==> src/rtl/adcseq_pkg.sv <==
package adcseq_pkg;
    typedef enum logic [1:0] {
        S_IDLE   = 2'd0,
        S_LAUNCH = 2'd1,
        S_WAIT   = 2'd2
    } seq_state_e;

    localparam logic [1:0] TRIG_SW  = 2'b00;
    localparam logic [1:0] TRIG_EXT = 2'b01;
    localparam logic [1:0] TRIG_TMR = 2'b10;
endpackage

==> src/rtl/adcseq_trig.sv <==
module adcseq_trig
    import adcseq_pkg::*;
(
    input  logic       clk,
    input  logic       rst_n,
    input  logic [1:0] sel,
    input  logic       sw,
    input  logic       ext,
    input  logic       tmr,
    output logic       fire
);
    logic ext_q;

    always_ff @(posedge clk or negedge rst_n) begin
        if (!rst_n) ext_q <= 1'b0;
        else        ext_q <= ext;
    end

    always_comb begin
        unique case (sel)
            TRIG_SW:  fire = sw;
            TRIG_EXT: fire = ext & ~ext_q;
            TRIG_TMR: fire = tmr;
            default:  fire = 1'b0;
        endcase
    end

    // with no source selected nothing may fire
    assert_none_sel_R5: assert property (@(posedge clk) disable iff (!rst_n)
        (sel == 2'b11) |-> !fire);
endmodule

==> src/rtl/adcseq_fifo.sv <==
module adcseq_fifo #(
    parameter int DEPTH = 16,
    parameter int W     = 14
) (
    input  logic         clk,
    input  logic         rst_n,
    input  logic         wr,
    input  logic [W-1:0] wdata,
    input  logic         rd,
    output logic [W-1:0] rdata,
    output logic         empty,
    output logic         ovr
);
    localparam int AW = (DEPTH > 1) ? $clog2(DEPTH) : 1;
    localparam int CW = $clog2(DEPTH + 1);

    logic [W-1:0]  mem [DEPTH];
    logic [AW-1:0] wp, rp;
    logic [CW-1:0] cnt;
    logic          full, wr_ok, rd_ok;

    assign full  = (cnt == CW'(DEPTH));
    assign empty = (cnt == '0);
    assign wr_ok = wr && !full;
    assign rd_ok = rd && !empty;
    assign rdata = mem[rp];

    always_ff @(posedge clk) begin
        if (wr_ok) mem[wp] <= wdata;
    end

    always_ff @(posedge clk or negedge rst_n) begin
        if (!rst_n) begin
            wp  <= '0;
            rp  <= '0;
            cnt <= '0;
            ovr <= 1'b0;
        end else begin
            if (wr_ok) wp <= (wp == AW'(DEPTH - 1)) ? '0 : wp + AW'(1);
            if (rd_ok) rp <= (rp == AW'(DEPTH - 1)) ? '0 : rp + AW'(1);
            if (wr && full) ovr <= 1'b1;
            cnt <= cnt + CW'(wr_ok) - CW'(rd_ok);
        end
    end

    // a dropped write raises the overrun flag
    assert_drop_sets_ovr_R10: assert property (@(posedge clk) disable iff (!rst_n)
        (wr && full) |=> ovr);
    // a dropped write leaves the FIFO full when nothing is read
    assert_full_holds_R10: assert property (@(posedge clk) disable iff (!rst_n)
        (wr && full && !rd) |=> full);
    // a pop with no write removes exactly one entry
    assert_pop_one_R9: assert property (@(posedge clk) disable iff (!rst_n)
        (rd && !empty && !wr) |=> (cnt == $past(cnt) - CW'(1)));
endmodule

==> src/rtl/adcseq_ctrl.sv <==
module adcseq_ctrl
    import adcseq_pkg::*;
#(
    parameter int N_CH  = 16,
    parameter int RES_W = 10,
    localparam int CH_W = $clog2(N_CH),
    localparam int ENT_W = CH_W + RES_W
) (
    input  logic             clk,
    input  logic             rst_n,
    input  logic             cfg_mode_scan,
    input  logic             cfg_repeat,
    input  logic [N_CH-1:0]  cfg_scan_mask,
    input  logic [CH_W-1:0]  cfg_single_ch,
    input  logic             fire,
    input  logic             pri1_req,
    input  logic [CH_W-1:0]  pri1_ch,
    input  logic             pri2_req,
    input  logic [CH_W-1:0]  pri2_ch,
    output logic             adc_start,
    output logic [CH_W-1:0]  adc_ch,
    input  logic             adc_done,
    input  logic [RES_W-1:0] adc_result,
    output logic             scan_wr,
    output logic             pri_wr,
    output logic [ENT_W-1:0] wdata,
    output logic             irq_scan,
    output logic             irq_pri
);
    seq_state_e      state_q, state_d;
    logic            p1_pend, p2_pend, trig_pend, scan_act, cur_pri;
    logic [CH_W-1:0] p1_ch, p2_ch, scan_ptr, cur_ch;
    logic [N_CH-1:0] eff_mask;
    logic [CH_W-1:0] first_ch, nxt_ch;
    logic            has_nxt;

    // channel set of the normal path: the scan mask or the single channel
    always_comb begin
        eff_mask = '0;
        if (cfg_mode_scan) eff_mask = cfg_scan_mask;
        else               eff_mask[cfg_single_ch] = 1'b1;
    end

    // lowest set channel, and lowest set channel above the scan pointer
    always_comb begin
        first_ch = '0;
        nxt_ch   = '0;
        has_nxt  = 1'b0;
        for (int i = N_CH - 1; i >= 0; i--) begin
            if (eff_mask[i]) first_ch = CH_W'(i);
            if (eff_mask[i] && (i > int'(scan_ptr))) begin
                has_nxt = 1'b1;
                nxt_ch  = CH_W'(i);
            end
        end
    end

    always_comb begin
        state_d = state_q;
        unique case (state_q)
            S_IDLE:   if (p1_pend || p2_pend || scan_act || trig_pend) state_d = S_LAUNCH;
            S_LAUNCH: state_d = S_WAIT;
            S_WAIT:   if (adc_done) state_d = S_IDLE;
            default:  state_d = S_IDLE;
        endcase
    end

    always_ff @(posedge clk or negedge rst_n) begin
        if (!rst_n) state_q <= S_IDLE;
        else        state_q <= state_d;
    end

    always_ff @(posedge clk or negedge rst_n) begin
        if (!rst_n) begin
            p1_pend   <= 1'b0;
            p2_pend   <= 1'b0;
            p1_ch     <= '0;
            p2_ch     <= '0;
            trig_pend <= 1'b0;
            scan_act  <= 1'b0;
            scan_ptr  <= '0;
            cur_ch    <= '0;
            cur_pri   <= 1'b0;
            irq_scan  <= 1'b0;
            irq_pri   <= 1'b0;
        end else begin
            irq_scan <= 1'b0;
            irq_pri  <= 1'b0;
            if (pri1_req && !p1_pend) begin
                p1_pend <= 1'b1;
                p1_ch   <= pri1_ch;
            end
            if (pri2_req && !p2_pend) begin
                p2_pend <= 1'b1;
                p2_ch   <= pri2_ch;
            end
            if (fire && !scan_act && (eff_mask != '0)) trig_pend <= 1'b1;
            case (state_q)
                S_IDLE: begin
                    if (p1_pend) begin
                        p1_pend <= 1'b0;
                        cur_ch  <= p1_ch;
                        cur_pri <= 1'b1;
                    end else if (p2_pend) begin
                        p2_pend <= 1'b0;
                        cur_ch  <= p2_ch;
                        cur_pri <= 1'b1;
                    end else if (scan_act) begin
                        cur_ch  <= scan_ptr;
                        cur_pri <= 1'b0;
                    end else if (trig_pend) begin
                        trig_pend <= 1'b0;
                        scan_act  <= 1'b1;
                        scan_ptr  <= first_ch;
                        cur_ch    <= first_ch;
                        cur_pri   <= 1'b0;
                    end
                end
                S_WAIT: begin
                    if (adc_done) begin
                        if (cur_pri) begin
                            irq_pri <= 1'b1;
                        end else if (has_nxt) begin
                            scan_ptr <= nxt_ch;
                        end else begin
                            irq_scan <= 1'b1;
                            if (cfg_mode_scan && cfg_repeat) scan_ptr <= first_ch;
                            else                             scan_act <= 1'b0;
                        end
                    end
                end
                default: ;
            endcase
        end
    end

    always_comb begin
        adc_start = (state_q == S_LAUNCH);
        adc_ch    = cur_ch;
        scan_wr   = (state_q == S_WAIT) && adc_done && !cur_pri;
        pri_wr    = (state_q == S_WAIT) && adc_done && cur_pri;
        wdata     = {cur_ch, adc_result};
    end

    // the start pulse lasts a single cycle
    assert_start_pulse_R12: assert property (@(posedge clk) disable iff (!rst_n)
        adc_start |=> !adc_start);
    // a pending priority request wins the next launch
    assert_pri_first_R7: assert property (@(posedge clk) disable iff (!rst_n)
        (state_q == S_IDLE && (p1_pend || p2_pend)) |=> (adc_start && cur_pri));
    // level 1 is launched before level 2
    assert_lvl_order_R8: assert property (@(posedge clk) disable iff (!rst_n)
        (state_q == S_IDLE && p1_pend) |=> (adc_ch == $past(p1_ch)));
    // the pass-complete pulse follows a converter completion
    assert_irq_after_done_R3: assert property (@(posedge clk) disable iff (!rst_n)
        irq_scan |-> $past(adc_done));
    // the two interrupt pulses never coincide
    assert_irq_excl_R11: assert property (@(posedge clk) disable iff (!rst_n)
        !(irq_scan && irq_pri));
endmodule

==> src/rtl/adc_prio_seq.sv <==
module adc_prio_seq #(
    parameter int N_CH       = 16,
    parameter int RES_W      = 10,
    parameter int SCAN_DEPTH = 16,
    parameter int PRI_DEPTH  = 4,
    localparam int CH_W      = $clog2(N_CH),
    localparam int ENT_W     = CH_W + RES_W
) (
    input  logic             clk,
    input  logic             rst_n,
    input  logic             cfg_mode_scan,
    input  logic             cfg_repeat,
    input  logic [N_CH-1:0]  cfg_scan_mask,
    input  logic [CH_W-1:0]  cfg_single_ch,
    input  logic [1:0]       cfg_trig_sel,
    input  logic             sw_start,
    input  logic             ext_trig,
    input  logic             tmr_evt,
    input  logic             pri1_req,
    input  logic [CH_W-1:0]  pri1_ch,
    input  logic             pri2_req,
    input  logic [CH_W-1:0]  pri2_ch,
    output logic             adc_start,
    output logic [CH_W-1:0]  adc_ch,
    input  logic             adc_done,
    input  logic [RES_W-1:0] adc_result,
    input  logic             scan_rd,
    output logic [ENT_W-1:0] scan_rdata,
    output logic             scan_empty,
    output logic             scan_ovr,
    input  logic             pri_rd,
    output logic [ENT_W-1:0] pri_rdata,
    output logic             pri_empty,
    output logic             pri_ovr,
    output logic             irq_scan,
    output logic             irq_pri
);
    logic             fire, scan_wr, pri_wr;
    logic [ENT_W-1:0] wdata;

    adcseq_trig u_trig (
        .clk  (clk),
        .rst_n(rst_n),
        .sel  (cfg_trig_sel),
        .sw   (sw_start),
        .ext  (ext_trig),
        .tmr  (tmr_evt),
        .fire (fire)
    );

    adcseq_ctrl #(.N_CH(N_CH), .RES_W(RES_W)) u_ctrl (
        .clk          (clk),
        .rst_n        (rst_n),
        .cfg_mode_scan(cfg_mode_scan),
        .cfg_repeat   (cfg_repeat),
        .cfg_scan_mask(cfg_scan_mask),
        .cfg_single_ch(cfg_single_ch),
        .fire         (fire),
        .pri1_req     (pri1_req),
        .pri1_ch      (pri1_ch),
        .pri2_req     (pri2_req),
        .pri2_ch      (pri2_ch),
        .adc_start    (adc_start),
        .adc_ch       (adc_ch),
        .adc_done     (adc_done),
        .adc_result   (adc_result),
        .scan_wr      (scan_wr),
        .pri_wr       (pri_wr),
        .wdata        (wdata),
        .irq_scan     (irq_scan),
        .irq_pri      (irq_pri)
    );

    adcseq_fifo #(.DEPTH(SCAN_DEPTH), .W(ENT_W)) u_scan_fifo (
        .clk  (clk),
        .rst_n(rst_n),
        .wr   (scan_wr),
        .wdata(wdata),
        .rd   (scan_rd),
        .rdata(scan_rdata),
        .empty(scan_empty),
        .ovr  (scan_ovr)
    );

    adcseq_fifo #(.DEPTH(PRI_DEPTH), .W(ENT_W)) u_pri_fifo (
        .clk  (clk),
        .rst_n(rst_n),
        .wr   (pri_wr),
        .wdata(wdata),
        .rd   (pri_rd),
        .rdata(pri_rdata),
        .empty(pri_empty),
        .ovr  (pri_ovr)
    );
endmodule

==> config.mk <==
export PLATFORM = sky130hd
export DESIGN_NAME = adc_prio_seq
export DESIGN_NICKNAME = d
export VERILOG_FILES = /design/src/rtl/adcseq_pkg.sv /design/src/rtl/adcseq_trig.sv /design/src/rtl/adcseq_fifo.sv /design/src/rtl/adcseq_ctrl.sv /design/src/rtl/adc_prio_seq.sv
export SDC_FILE = /design/constraint.sdc
export NUM_CORES = 1
export LEC_CHECK = 0
export ABC_CLOCK_PERIOD_IN_PS = 7500
export BUFFER_PORTS_ARGS = -buffer_cell sky130_fd_sc_hd__buf_4
export CAP_MARGIN = 20
export CORE_UTILIZATION = 55
export CTS_BUF_LIST = sky130_fd_sc_hd__clkbuf_4
export CTS_CLUSTER_SIZE = 28
export DETAILED_ROUTE_END_ITERATION = 6
export GPL_ROUTABILITY_DRIVEN = 0
export HOLD_SLACK_MARGIN = 0.15
export PLACE_DENSITY_LB_ADDON = 0.08
export SYNTH_ARGS = -nofsm -noshare
export SYNTH_HDL_FRONTEND = slang
export SYNTH_SLANG_ARGS = --single-unit
==> constraint.sdc <==
create_clock -name clk -period 7.5 [get_ports clk]
set_clock_uncertainty 0.15 [all_clocks]
set_input_delay 2.25 -clock clk [delete_from_list [all_inputs] [get_ports clk]]
set_output_delay 2.25 -clock clk [all_outputs]
set_load 0.01 [all_outputs]
==> summary.txt, run 1 <==
Clocking
  • CTS Buf Count: just over 80
  • TritonCTS clock tree: yes
  • Buffer cell driving the clock tree root: sky130_fd_sc_hd__clkbuf_4
  • Count of cells resized by post-cts repair: 0
  • Clock net sink count: about 330
  • Clock latency on the worst-skew pair: ~0.70 ns
  • Deepest level of the CTS H-tree: 3
  • CTS Hold Bufs: 0
  • Maximum clock insertion buffer count: 3
  • Clock transition at path regs: roughly 0.06 ns
  • Number of buffers added for setup after CTS: 0

Synthesis
  • Share of the synthesized area in the top cell type: roughly three fifths
  • Synth top cells by count: sky130_fd_sc_hd__edfxtp_1 (280), sky130_fd_sc_hd__mux4_2 (84), sky130_fd_sc_hd__dfrtp_1 (48), sky130_fd_sc_hd__nand2_1 (39), sky130_fd_sc_hd__nor2_1 (35)
  • Largest cells by area after synthesis: sky130_fd_sc_hd__edfxtp_1 (60%), sky130_fd_sc_hd__mux4_2 (14%), sky130_fd_sc_hd__dfrtp_1 (8.6%)
  • Most numerous cell in the Yosys netlist: sky130_fd_sc_hd__edfxtp_1
  • Number of flops mapped to enable cells by yosys: 280
  • Ys async rst share: ~15%
  • Flops & latches, synth: about 330
  • Syn Area/Cell: around 17 um2
  • Seq/Total Area, Yosys: approximately 69%
  • Warning count from the yosys run: 0
  • Synthesized instance count: between 800 and 900
  • Net count after synthesis: 880
  • Biggest area consumer among synthesized cells: sky130_fd_sc_hd__edfxtp_1
  • Most used flip-flop cell after synthesis: sky130_fd_sc_hd__edfxtp_1
  • Number of unique standard cell types used by synthesis: 73
  • Combined area of all synthesized cells: between 10000 and 15000 um2

Critical path
  • CP Data Required Time: roughly 5 ns
  • Arrival time of data at the critical path endpoint: between 3 and 4 ns
  • Crit start category: flip-flop
  • Endpoint class of the critical path: primary output
  • Maximum fanout count along the critical path: between 40 and 50
  • Start-to-end type of the worst setup path: flip-flop to primary output

GRT
  • Overflow left after global routing: 0
  • Global-route wire length before repair: 48.43 mm
  • Overall global routing resource usage: 25.13%
  • Number of antenna violations at the first check in global routing: 2
  • Maximum number of pins on one net before global-route repair: 54
  • Via count of the first global-routing pass: about 8.5k

Timing
  • Hold violation total from the final report: 0
  • Post-route fraction of the period consumed by the critical path: about 77%
  • Worst Tran Pin Value: slightly below 1 ns
  • Final Max Tran Viols: 0
  • Clock period minus worst slack: about 5.7 ns
  • Worst relative slew slack: between 30% and 40%
  • Setup repair after global routing missed its margin: false
  • Final hold slack: approximately 0.33 ns
  • Final-report setup violation count: 0
  • Peak clock frequency supported by timing: roughly 0.17 GHz
  • Setup TNS: 0 ns

Detailed routing
  • Number of search-and-repair iterations in the first detailed-routing pass: 5
  • Wirelength, routed: between 30 and 40 mm
  • DRC violation count after routing: 0
  • Final routed wire length divided by cell count: between 20 and 25 um
  • Antenna violation net count after detailed routing: 0
  • Number of violations reported at the end of detailed-routing iteration 0: about 680
  • Number of vias in the routed layout: approximately 8k
  • Detail-routed via count per cell: ~6.0

Power and ir drop
  • Comb power frac: roughly 29%
  • Switch share: a little under a third
  • Reported net switching power: around 1.9 mW
  • Power share of the clock group: 26.8%
  • Sequential group share of total power: ~45%
  • Power per Cell Area: roughly 360 nW/um2
  • Maximum vdd drop: roughly 0.16 mV
  • Leakage: between 5 and 6 nW
  • Design internal power: around 4 mW

Finish
  • Fill cell instance count of the final layout: between 1.5k and 2k
  • Final Net Count: approximately 1.0k
  • Number of standard cells in the layout, taps in and fillers out: 1355
  • Layout Area Growth over Synthesis: 16.00%
  • Area used by sequential logic in the layout: about 9600 um2
  • Fraction of layout cells with a size suffix above 1: about a third
  • Utilization after layout: approximately two thirds
  • Area occupied by multi-input gates: roughly 4100 um2

Hold path
  • Worst hold path class: flip-flop to flip-flop

Flow run
  • Max-Cap Viols: 0

Floorplanning
  • Height of the die: about 160 um
  • Area of the die: roughly 26000 um2
  • Core outline area: around 25000 um2
  • Number of placement rows: 57
  • I/O pins: just over 90
  • Chip Width: about 160 um
  • Effective utilization at floorplan: roughly 57%

Run status
  • Result of the run: finished, final reports clean

Place
  • # placed instances: ~1.2k
  • Count of buffers from port buffering: 90
  • Detailed-placement wirelength estimate: ~20 mm
final timing paths:
path | from | depth (start not counted) | slack [ns] | end
min reg2reg | u_pri_fifo.ovr | 1 | 0.33 | u_pri_fifo.ovr
max | u_scan_fifo.rp[0] | 4 | 1.75 | scan_rdata[5]
max in group asynchronous | rst_n | 1 | 5.24 | u_scan_fifo.rp[0]
min in group asynchronous | rst_n | 1 | 1.45 | u_scan_fifo.wp[2]
max reg2reg | u_ctrl.state_q[0] | 6 | 4.06 | u_scan_fifo.mem[7][4]
min | u_pri_fifo.ovr | 1 | 0.33 | u_pri_fifo.ovr
cell usage in the layout, fill, tap and decap left out, types with 4 or more instances in the layout:
master	synthesis	layout
sky130_fd_sc_hd__nand3_1	7	7
sky130_fd_sc_hd__nand2b_1	10	10
sky130_fd_sc_hd__and2_1	7	7
sky130_fd_sc_hd__a21o_1	7	7
sky130_fd_sc_hd__o41ai_1	5	5
sky130_fd_sc_hd__nor2b_1	9	9
sky130_fd_sc_hd__nand2_1	39	39
sky130_fd_sc_hd__mux2_2	9	9
sky130_fd_sc_hd__nor4_1	4	4
sky130_fd_sc_hd__dfrtp_1	48	46
sky130_fd_sc_hd__o31a_1	5	5
sky130_fd_sc_hd__ha_1	18	18
sky130_fd_sc_hd__clkinv_2	0	5
sky130_fd_sc_hd__a22o_1	5	5
sky130_fd_sc_hd__a31oi_1	8	8
sky130_fd_sc_hd__o21a_1	4	4
sky130_fd_sc_hd__inv_1	29	29
sky130_fd_sc_hd__o21ai_0	30	30
sky130_fd_sc_hd__nor3_2	0	4
sky130_fd_sc_hd__nor2_1	35	35
sky130_fd_sc_hd__mux2i_1	5	5
sky130_fd_sc_hd__buf_6	2	7
sky130_fd_sc_hd__clkbuf_4	0	122
sky130_fd_sc_hd__clkinv_1	0	19
sky130_fd_sc_hd__buf_4	0	103
sky130_fd_sc_hd__o31ai_1	4	4
sky130_fd_sc_hd__a21oi_1	28	28
sky130_fd_sc_hd__nor3_1	16	12
sky130_fd_sc_hd__mux4_2	84	84
sky130_fd_sc_hd__edfxtp_1	280	280
sky130_fd_sc_hd__xnor2_1	7	7
cell type report:
cell class                 instances  area share, %
antenna                            2        0.03089
clock buffer                     122          5.652
clock inverter                    30          1.274
inverter                          29         0.6718
multi-input combinational        410          25.28
sequential                       328          59.33
tap                              324          2.502
timing repair buffer             110          5.258
critical path, stage by stage (launching register included):
cell                      delay (ns)
sky130_fd_sc_hd__dfrtp_4        0.96
sky130_fd_sc_hd__buf_4          0.48
sky130_fd_sc_hd__mux4_2         0.55
sky130_fd_sc_hd__mux4_2         0.48
sky130_fd_sc_hd__buf_4          0.16
kinds of logic after synthesis:
family,share of synthesized area (%)
multiplexers,14.71
AND/OR/NAND/NOR,5.410
buffers and inverters,2.033
adder cells (fa/ha/maj),1.899
AO/OA/AOI/OAI,6.664
flip-flops,68.79
XOR/XNOR,0.5016
power by group through the flow:
| stage | clock, mW | combinational (mW) | sequential (mW) |
|---|---|---|---|
| finish | 1.56 | 1.68 | 2.60 |
| global route | 1.70 | 1.81 | 2.65 |
| CTS | 1.60 | 1.70 | 2.60 |
| detailed placement | 0 | 1.69 | 2.64 |
| global placement | 0 | 1.65 | 2.62 |
| floorplan | 0 | 1.31 | 2.37 |
registers in the layout, summed over array words and instances, names as in the netlist, 2 cells and up:
signal,cells
u_pri_fifo.wp,2
u_pri_fifo.rp,2
u_scan_fifo.cnt,5
u_ctrl.adc_ch,4
u_scan_fifo.rp,4
u_ctrl.state_q,2
u_pri_fifo.cnt,3
u_ctrl.scan_ptr,4
u_scan_fifo.wp,4
u_scan_fifo.mem,224
u_ctrl.p1_ch,4
u_pri_fifo.mem,56
u_ctrl.p2_ch,4
metrics by stage:
step	setup WS (ns)	area (um2)	power [mW]
4_1_cts	1.635	16200	5.906
6_report	1.751	16200	5.840
2_1_floorplan	2.928	13970	3.671
3_5_place_dp	2.398	15080	4.336
3_3_place_gp	2.398	14980	4.271
5_1_grt	1.503	16200	6.150
per-layer routing:
metal / vias up / wire (um) / GRT usage, %
li1: 3597 / - / -
met5: - / 0 / 0
met1: 4147 / 12300 / 32.94
met4: 0 / 694 / 10.33
met2: 377 / 15760 / 41.36
met3: 57 / 2204 / 5.187
No activity file was read; power rests on OpenSTA's default activity.
==> run 2: changes to the inputs <==
ABC_CLOCK_PERIOD_IN_PS = 5800   (was 7500)
clock period = 5.8 ns   (was 7.5 ns; I/O delays follow)
==> run 2 against run 1 <==
Against the previous run:
- register-to-register slack got worse by 1.8 ns
- routed wire length decreased by 1.8%
- setup slack got worse by 1.0 ns
- power increased by 25%
- utilization decreased by 0.34 points
- worst hold slack improved by 0.0045 ns
- cell count increased by 0.22%
- sequential cell count unchanged
- global-route usage decreased by 0.59 points
- sequential share of layout area increased by 0.30 points
- clock-buffer cell count decreased by 8
- highest routed layer unchanged
==> summary.txt, run 2 (synthesized netlist as in run 1, its figures left out) <==
Timing
  • Worst Tran Pin Value: 0.9894 ns (was 0.9937 ns)
  • Hold violation total from the final report: 0 (unchanged)
  • Final-report setup violation count: 0 (unchanged)
  • Clock period minus worst slack: slightly above 5 ns
  • Post-route fraction of the period consumed by the critical path: between 80% and 90%
  • Final hold slack: 0.3335 ns (was 0.3290 ns)
  • Final worst slack: 0.7315 ns (was 1.751 ns)
  • Setup repair after global routing missed its margin: false (unchanged)
  • Worst relative slew slack: 34.04% (was 33.76%)
  • Peak clock frequency supported by timing: approximately 0.2 GHz
  • Final Max Tran Viols: 0 (unchanged)
  • Setup TNS: 0 ns (unchanged)

Floorplanning
  • Height of the die: 161.4 um (unchanged)
  • I/O pins: 91 (unchanged)
  • Chip Width: 161.4 um (unchanged)
  • Area of the die: 26040 um2 (unchanged)
  • Effective utilization at floorplan: 56.78% (unchanged)
  • Core outline area: 24600 um2 (unchanged)
  • Number of placement rows: 57 (unchanged)

Critical path
  • Endpoint class of the critical path: primary output (unchanged)
  • Arrival time of data at the critical path endpoint: 3.18 ns (was 3.35 ns)
  • Crit start category: flip-flop (unchanged)
  • Slowest cell delay on critical path: 0.78 ns (was 0.96 ns)
  • Critical-path cell with the highest stage delay: sky130_fd_sc_hd__dfrtp_4 (unchanged)
  • CP Data Required Time: 3.91 ns (was 5.10 ns)
  • Maximum fanout count along the critical path: 29 (was 43)
  • Gate family responsible for the most delay along the worst path: multiplexers (unchanged)
  • Start-to-end type of the worst setup path: flip-flop to primary output (unchanged)
  • Ordered list of cells on the worst path: buf_4 > mux4_2 > mux4_2 > buf_4 (unchanged)
  • Combined buffer and inverter count along the critical path: 2 (unchanged)

Clocking
  • Number of buffers added for setup after CTS: 0 (unchanged)
  • CTS Buf Count: 84 (was 83)
  • Buffer cell driving the clock tree root: sky130_fd_sc_hd__clkbuf_4 (unchanged)
  • Clock transition at path regs: 0.07 ns (was 0.06 ns)
  • CTS Hold Bufs: 0 (unchanged)
  • Clock latency on the worst-skew pair: 0.69 ns (was 0.70 ns)
  • Count of cells resized by post-cts repair: 0 (unchanged)
  • TritonCTS clock tree: yes (unchanged)
  • Maximum clock insertion buffer count: 3 (unchanged)
  • Clock net sink count: 328 (unchanged)
  • Deepest level of the CTS H-tree: 3 (unchanged)

Place
  • Detailed-placement wirelength estimate: 19.14 mm (was 19.91 mm)
  • Worst setup slack after placement: 1.376 ns (was 2.398 ns)
  • Count of buffers from port buffering: 90 (unchanged)

Detailed routing
  • DRC violation count after routing: 0 (unchanged)
  • Wirelength, routed: 30.39 mm (was 30.96 mm)
  • Number of search-and-repair iterations in the first detailed-routing pass: 5 (unchanged)
  • Number of violations reported at the end of detailed-routing iteration 0: 683 (was 675)
  • Antenna violation net count after detailed routing: 0 (unchanged)
  • Detail-routed via count per cell: 5.965 (was 6.035)
  • Final routed wire length divided by cell count: 22.38 um (was 22.85 um)
  • Number of vias in the routed layout: 8101 (was 8178)

Flow run
  • Max-Cap Viols: 0 (unchanged)

Finish
  • Fill cell instance count of the final layout: 1733 (was 1743)
  • Fraction of layout cells with a size suffix above 1: 34.27% (was 34.50%)
  • Layout Area Growth over Synthesis: 15.41% (was 16.00%)
  • Area used by sequential logic in the layout: 9614 um2 (unchanged)
  • Area occupied by multi-input gates: 4096 um2 (unchanged)
  • Registers with the highest flip-flop counts: u_scan_fifo.mem (224), u_pri_fifo.mem (56), u_scan_fifo.cnt (5) (unchanged)
  • Final Net Count: 1041 (was 1034)
  • Most common cell after layout, fill and taps aside: sky130_fd_sc_hd__edfxtp_1 (unchanged)
  • Number of flip-flops under the largest register name: 224 (unchanged)
  • Largest reg by FF count: u_scan_fifo.mem (unchanged)
  • Commonest cells after routing, fill and taps aside: sky130_fd_sc_hd__edfxtp_1 (280), sky130_fd_sc_hd__buf_4 (116), sky130_fd_sc_hd__clkbuf_4 (114) (was sky130_fd_sc_hd__edfxtp_1 (280), sky130_fd_sc_hd__clkbuf_4 (122), sky130_fd_sc_hd__buf_4 (103))

Run status
  • Result of the run: finished, final reports clean (unchanged)

Power and ir drop
  • Leakage: 5.760 nW (was 5.785 nW)
  • Maximum vdd drop: 0.2675 mV (was 0.1567 mV)
  • Power per Cell Area: 453.0 nW/um2 (was 360.4 nW/um2)

GRT
  • Number of antenna violations at the first check in global routing: 1 (was 2)
  • Overall global routing resource usage: 24.54% (was 25.13%)
  • Maximum number of pins on one net before global-route repair: 54 (unchanged)
  • Via count of the first global-routing pass: 8583 (was 8529)
  • Global-route wire length before repair: 47.31 mm (was 48.43 mm)
  • Overflow left after global routing: 0 (unchanged)

Hold path
  • Worst hold path class: flip-flop to flip-flop (unchanged)
==> run 2: cell types whose count changed in the layout (fill, tap and decap cells not counted), sizes merged <==
cell | previous run | this run
clkbuf | 122 | 114
bufinv | 3 | 0
clkinv | 24 | 34
buf | 110 | 116
clkinvlp | 1 | 0
diode | 2 | 1
==> run 2: final timing paths <==
path / startpoint / to / slack, ns / cells past startpoint
max: u_scan_fifo.rp[0] / scan_rdata[12] / 0.73 / 4
min reg2reg: u_pri_fifo.ovr / u_pri_fifo.ovr / 0.33 / 1
max reg2reg: u_ctrl.state_q[0] / u_scan_fifo.mem[10][5] / 2.28 / 6
min in group asynchronous: rst_n / u_scan_fifo.rp[0] / 0.94 / 1
max in group asynchronous: rst_n / u_scan_fifo.rp[0] / 4.07 / 1
min: u_pri_fifo.ovr / u_pri_fifo.ovr / 0.33 / 1
==> run 2: final cells by class <==
cell class | count | area share (%)
repair buffers | 116 | 5.402
clock buffers | 114 | 5.309
multi-input cells | 410 | 25.41
flip-flops and latches | 328 | 59.64
clock inverters | 36 | 1.040
diodes | 1 | 0.01552
inverters | 29 | 0.6752
well taps | 324 | 2.515
==> run 2: layer usage <==
layer  global-route usage (%)  share of wire (%)
met5                        0                  0
met4                    8.919                1.9
met3                    5.470                7.2
met2                    40.99                 51
met1                    31.85                 40
==> run 2: metrics by stage <==
| stage | instance area (um2) | std cells | util [%] | total power [mW] |
|---|---|---|---|---|
| detailed placement | 15100 | 1207 | 61.35 | 5.540 |
| floorplan | 13970 | 808 | - | 4.748 |
| finish | 16120 | 1358 | 65.52 | 7.303 |
| global placement | 15100 | 1207 | 61.35 | 5.445 |
| global route | 16120 | 1358 | 65.52 | 7.715 |
| CTS | 16120 | 1357 | 65.51 | 7.392 |
==> run 2: power by group <==
group / total (mW) / internal (mW) / switching (mW) / leakage, nW
sequential: 3.32 / 2.86 / 0.459 / 3.08
combinational: 2.15 / 1.18 / 0.966 / 2.07
clock: 1.84 / 0.926 / 0.911 / 0.611
total: 7.30 / 4.97 / 2.34 / 5.76
==> run 2: worst reg2reg max path, cell delays in order, from the launching register on <==
cell and delay [ns]:
sky130_fd_sc_hd__dfrtp_1 0.44, sky130_fd_sc_hd__nor2b_1 0.50, sky130_fd_sc_hd__nand3b_1 0.31, sky130_fd_sc_hd__nor2b_1 0.59, sky130_fd_sc_hd__nand2_1 0.24, sky130_fd_sc_hd__nor2_1 0.65, sky130_fd_sc_hd__buf_4 0.30
==> run 3: changes to the inputs <==
SYNTH_HIERARCHICAL = 1   (was not set)
==> run 3 against run 2 <==
Against the previous run:
- global-route usage decreased by 0.49 points
- maximum frequency increased by 2.2%
- routed wire length increased by 2.9%
- power rose by 3.3%
- register-to-register slack better by 0.07 ns
- clock power is essentially flat
- sequential power is essentially flat
- non-clock buffer count fell by 11
- sequential share of layout area decreased by 1.0 points
- die area up 3.9%
- design area is 1.7% higher
- critical endpoint is now scan_rdata[3]
- largest cell class unchanged
- largest power group unchanged
==> summary.txt, run 3 <==
Power and ir drop
  • Final total power: 7.540 mW (was 7.303 mW)
  • Leakage: 5.877 nW (was 5.760 nW)
  • Maximum vdd drop: 0.2970 mV (was 0.2675 mV)
  • Power per Cell Area: 459.8 nW/um2 (was 453.0 nW/um2)

Detailed routing
  • Antenna violation net count after detailed routing: 0 (unchanged)
  • Number of violations reported at the end of detailed-routing iteration 0: 585 (was 683)
  • Number of search-and-repair iterations in the first detailed-routing pass: 5 (unchanged)
  • DRC violation count after routing: 0 (unchanged)
  • Final routed wire length divided by cell count: 21.98 um (was 22.38 um)
  • Wirelength, routed: 31.27 mm (was 30.39 mm)
  • Detail-routed via count per cell: 6.018 (was 5.965)
  • Number of vias in the routed layout: 8564 (was 8101)

Critical path
  • Crit path from: u_scan_fifo/rp[0] (was u_scan_fifo.rp[0])
  • Start-to-end type of the worst setup path: flip-flop to primary output (unchanged)
  • CP Data Required Time: 3.91 ns (about the same)
  • Arrival time of data at the critical path endpoint: 3.07 ns (was 3.18 ns)
  • Endpoint class of the critical path: primary output (unchanged)
  • Startpoint of the worst-slack reg-to-reg timing path: u_ctrl/state_q[1] (was u_ctrl.state_q[0])
  • Crit start category: flip-flop (unchanged)
  • Maximum fanout count along the critical path: 21 (was 29)

GRT
  • Global-route wire length before repair: 48.20 mm (was 47.31 mm)
  • Overall global routing resource usage: 24.05% (was 24.54%)
  • Overflow left after global routing: 0 (unchanged)
  • Number of antenna violations at the first check in global routing: 1 (unchanged)
  • Via count of the first global-routing pass: 8845 (was 8583)
  • Maximum number of pins on one net before global-route repair: 54 (unchanged)

Clocking
  • Clock latency on the worst-skew pair: 0.67 ns (was 0.69 ns)
  • Deepest level of the CTS H-tree: 3 (unchanged)
  • Maximum clock insertion buffer count: 3 (unchanged)
  • Count of cells resized by post-cts repair: 0 (unchanged)
  • TritonCTS clock tree: yes (unchanged)
  • Clock net sink count: 328 (unchanged)
  • Clock transition at path regs: 0.06 ns (was 0.07 ns)
  • CTS Buf Count: 81 (was 84)
  • Number of buffers added for setup after CTS: 0 (unchanged)
  • CTS Hold Bufs: 0 (unchanged)
  • Buffer cell driving the clock tree root: sky130_fd_sc_hd__clkbuf_4 (unchanged)

Timing
  • Worst Tran Pin Value: 0.8678 ns (was 0.9894 ns)
  • Setup repair after global routing missed its margin: false (unchanged)
  • Worst relative slew slack: 42.14% (was 34.04%)
  • Final-report setup violation count: 0 (unchanged)
  • Final worst slack: 0.8395 ns (was 0.7315 ns)
  • Hold violation total from the final report: 0 (unchanged)
  • Post-route fraction of the period consumed by the critical path: 85.53% (was 87.39%)
  • Clock period minus worst slack: 4.960 ns (was 5.069 ns)
  • Setup TNS: 0 ns (unchanged)
  • Peak clock frequency supported by timing: 0.2016 GHz (was 0.1973 GHz)
  • Final hold slack: 0.3105 ns (was 0.3335 ns)
  • Final Max Tran Viols: 0 (unchanged)

Floorplanning
  • I/O pins: 91 (unchanged)
  • Area of the die: 27050 um2 (was 26040 um2)
  • Core outline area: 25980 um2 (was 24600 um2)
  • Number of placement rows: 59 (was 57)
  • Effective utilization at floorplan: 55.88% (was 56.78%)
  • Height of the die: 164.5 um (was 161.4 um)
  • Chip Width: 164.5 um (was 161.4 um)

Place
  • Worst setup slack after placement: 1.445 ns (was 1.376 ns)
  • # placed instances: 1275 (was 1207)
  • Count of buffers from port buffering: 90 (unchanged)
  • Detailed-placement wirelength estimate: 20.44 mm (was 19.14 mm)

Finish
  • Area used by sequential logic in the layout: 9614 um2 (unchanged)
  • Registers with the highest flip-flop counts: u_scan_fifo/mem (224), u_pri_fifo/mem (56), u_scan_fifo/cnt (5) (was u_scan_fifo.mem (224), u_pri_fifo.mem (56), u_scan_fifo.cnt (5))
  • Layout Area Growth over Synthesis: 12.94% (was 15.41%)
  • Commonest cells after routing, fill and taps aside: sky130_fd_sc_hd__edfxtp_1 (280), sky130_fd_sc_hd__clkbuf_4 (112), sky130_fd_sc_hd__buf_4 (104) (was sky130_fd_sc_hd__edfxtp_1 (280), sky130_fd_sc_hd__buf_4 (116), sky130_fd_sc_hd__clkbuf_4 (114))
  • Area occupied by multi-input gates: 4446 um2 (was 4096 um2)
  • Number of standard cells in the layout, taps in and fillers out: 1423 (was 1358)
  • Number of flip-flops under the largest register name: 224 (unchanged)
  • Most common cell after layout, fill and taps aside: sky130_fd_sc_hd__edfxtp_1 (unchanged)
  • Largest reg by FF count: u_scan_fifo/mem (was u_scan_fifo.mem)
  • Fraction of layout cells with a size suffix above 1: 28.70% (was 34.27%)
  • Fill cell instance count of the final layout: 1965 (was 1733)
  • Final Net Count: 1095 (was 1041)

Synthesis
  • Ys async rst share: 14.63% (unchanged)
  • Flops & latches, synth: 328 (unchanged)
  • Biggest area consumer among synthesized cells: sky130_fd_sc_hd__edfxtp_1 (unchanged)
  • Largest cells by area after synthesis: sky130_fd_sc_hd__edfxtp_1 (58%), sky130_fd_sc_hd__dfrtp_1 (8.3%), sky130_fd_sc_hd__mux4_2 (7.1%) (was sky130_fd_sc_hd__edfxtp_1 (60%), sky130_fd_sc_hd__mux4_2 (14%), sky130_fd_sc_hd__dfrtp_1 (8.6%))
  • Number of unique standard cell types used by synthesis: 79 (was 73)
  • Most numerous cell in the Yosys netlist: sky130_fd_sc_hd__edfxtp_1 (unchanged)
  • Seq/Total Area, Yosys: 66.18% (was 68.79%)
  • Warning count from the yosys run: 6 (was 0)
  • Combined area of all synthesized cells: 14520 um2 (was 13970 um2)
  • Most used flip-flop cell after synthesis: sky130_fd_sc_hd__edfxtp_1 (unchanged)
  • Net count after synthesis: 970 (was 880)
  • Share of the synthesized area in the top cell type: 57.91% (was 60.19%)
  • Synthesized instance count: 898 (was 808)
  • Syn Area/Cell: 16.17 um2 (was 17.29 um2)
  • Number of flops mapped to enable cells by yosys: 280 (unchanged)
  • Synth top cells by count: sky130_fd_sc_hd__edfxtp_1 (280), sky130_fd_sc_hd__dfrtp_1 (48), sky130_fd_sc_hd__mux4_2 (46), sky130_fd_sc_hd__mux2i_1 (44), sky130_fd_sc_hd__nand2_1 (37) (was sky130_fd_sc_hd__edfxtp_1 (280), sky130_fd_sc_hd__mux4_2 (84), sky130_fd_sc_hd__dfrtp_1 (48), sky130_fd_sc_hd__nand2_1 (39), sky130_fd_sc_hd__nor2_1 (35))

Run status
  • Result of the run: finished, final reports clean (unchanged)

Flow run
  • Max-Cap Viols: 0 (unchanged)

Hold path
  • Worst hold path class: flip-flop to flip-flop (unchanged)
  • Hold_sp: u_pri_fifo/ovr (was u_pri_fifo.ovr)
run 3: cell count changes after synthesis, moves of 10 or more:
| cell | change |
|---|---|
| sky130_fd_sc_hd__mux2i_1 | +39 |
| sky130_fd_sc_hd__buf_2 | +10 |
| sky130_fd_sc_hd__mux4_1 | +10 |
| sky130_fd_sc_hd__buf_4 | +19 |
| sky130_fd_sc_hd__a22oi_1 | +14 |
| sky130_fd_sc_hd__buf_1 | -13 |
| sky130_fd_sc_hd__a32oi_1 | +15 |
| sky130_fd_sc_hd__mux4_2 | -38 |
run 3: final timing paths:
path                       depth (start not counted)  slack, ns                  to
setup / recovery                                   5       0.84       scan_rdata[3]
hold / removal                                     1       0.31      u_pri_fifo/ovr
min in group asynchronous                          1       0.93   u_scan_fifo/rp[3]
hold reg to reg                                    1       0.31      u_pri_fifo/ovr
max in group asynchronous                          1       4.10  u_ctrl/scan_ptr[0]
setup reg to reg                                  13       2.35  u_scan_fifo/cnt[4]
run 3: critical path, cell delays in order (launching register included):
cell and delay [ns]:
sky130_fd_sc_hd__dfrtp_2 0.65, sky130_fd_sc_hd__buf_4 0.47, sky130_fd_sc_hd__mux4_2 0.56, sky130_fd_sc_hd__a32oi_1 0.31
sky130_fd_sc_hd__o21ai_0 0.20, sky130_fd_sc_hd__buf_4 0.19
run 3: layout make-up:
type | count | area share (%)
Clock inverter | 35 | 1.167
Tap cell | 335 | 2.556
Sequential cell | 328 | 58.63
Clock buffer | 112 | 5.127
Multi-Input combinational cell | 482 | 27.11
Timing Repair Buffer | 105 | 4.829
Inverter | 25 | 0.5722
Antenna cell | 1 | 0.01526
run 3: logic make-up after synthesis:
kind of cell / after synthesis / synth area share (%)
AO/OA/AOI/OAI: 175 / 8.359
XOR/XNOR: 8 / 0.4826
adder cells (fa/ha/maj): 20 / 1.827
AND/OR/NAND/NOR: 166 / 6.687
flip-flops: 328 / 66.18
buffers and inverters: 88 / 3.378
multiplexers: 113 / 13.09
run 3: through the flow:
step,area (um2),utilization [%]
2_1_floorplan,14520,-
3_3_place_gp,15350,59.09
3_5_place_dp,15360,59.13
4_1_cts,16400,63.10
5_1_grt,16400,63.11
6_report,16400,63.11
run 3: power by group:
group	switching [mW]	internal, mW
Combinational	1.16	1.17
Clock	0.878	0.989
Sequential	0.488	2.85
Total	2.53	5.01
run 3: routing by layer:
| layer | track usage [%] | part of all wire (%) | vias to the layer above |
|---|---|---|---|
| li1 | - | - | 3894 |
| met1 | 30.76 | 42 | 4296 |
| met2 | 40.66 | 50 | 318 |
| met3 | 4.545 | 5.6 | 56 |
| met4 | 9.716 | 2.5 | 0 |
| met5 | 0 | 0 | - |
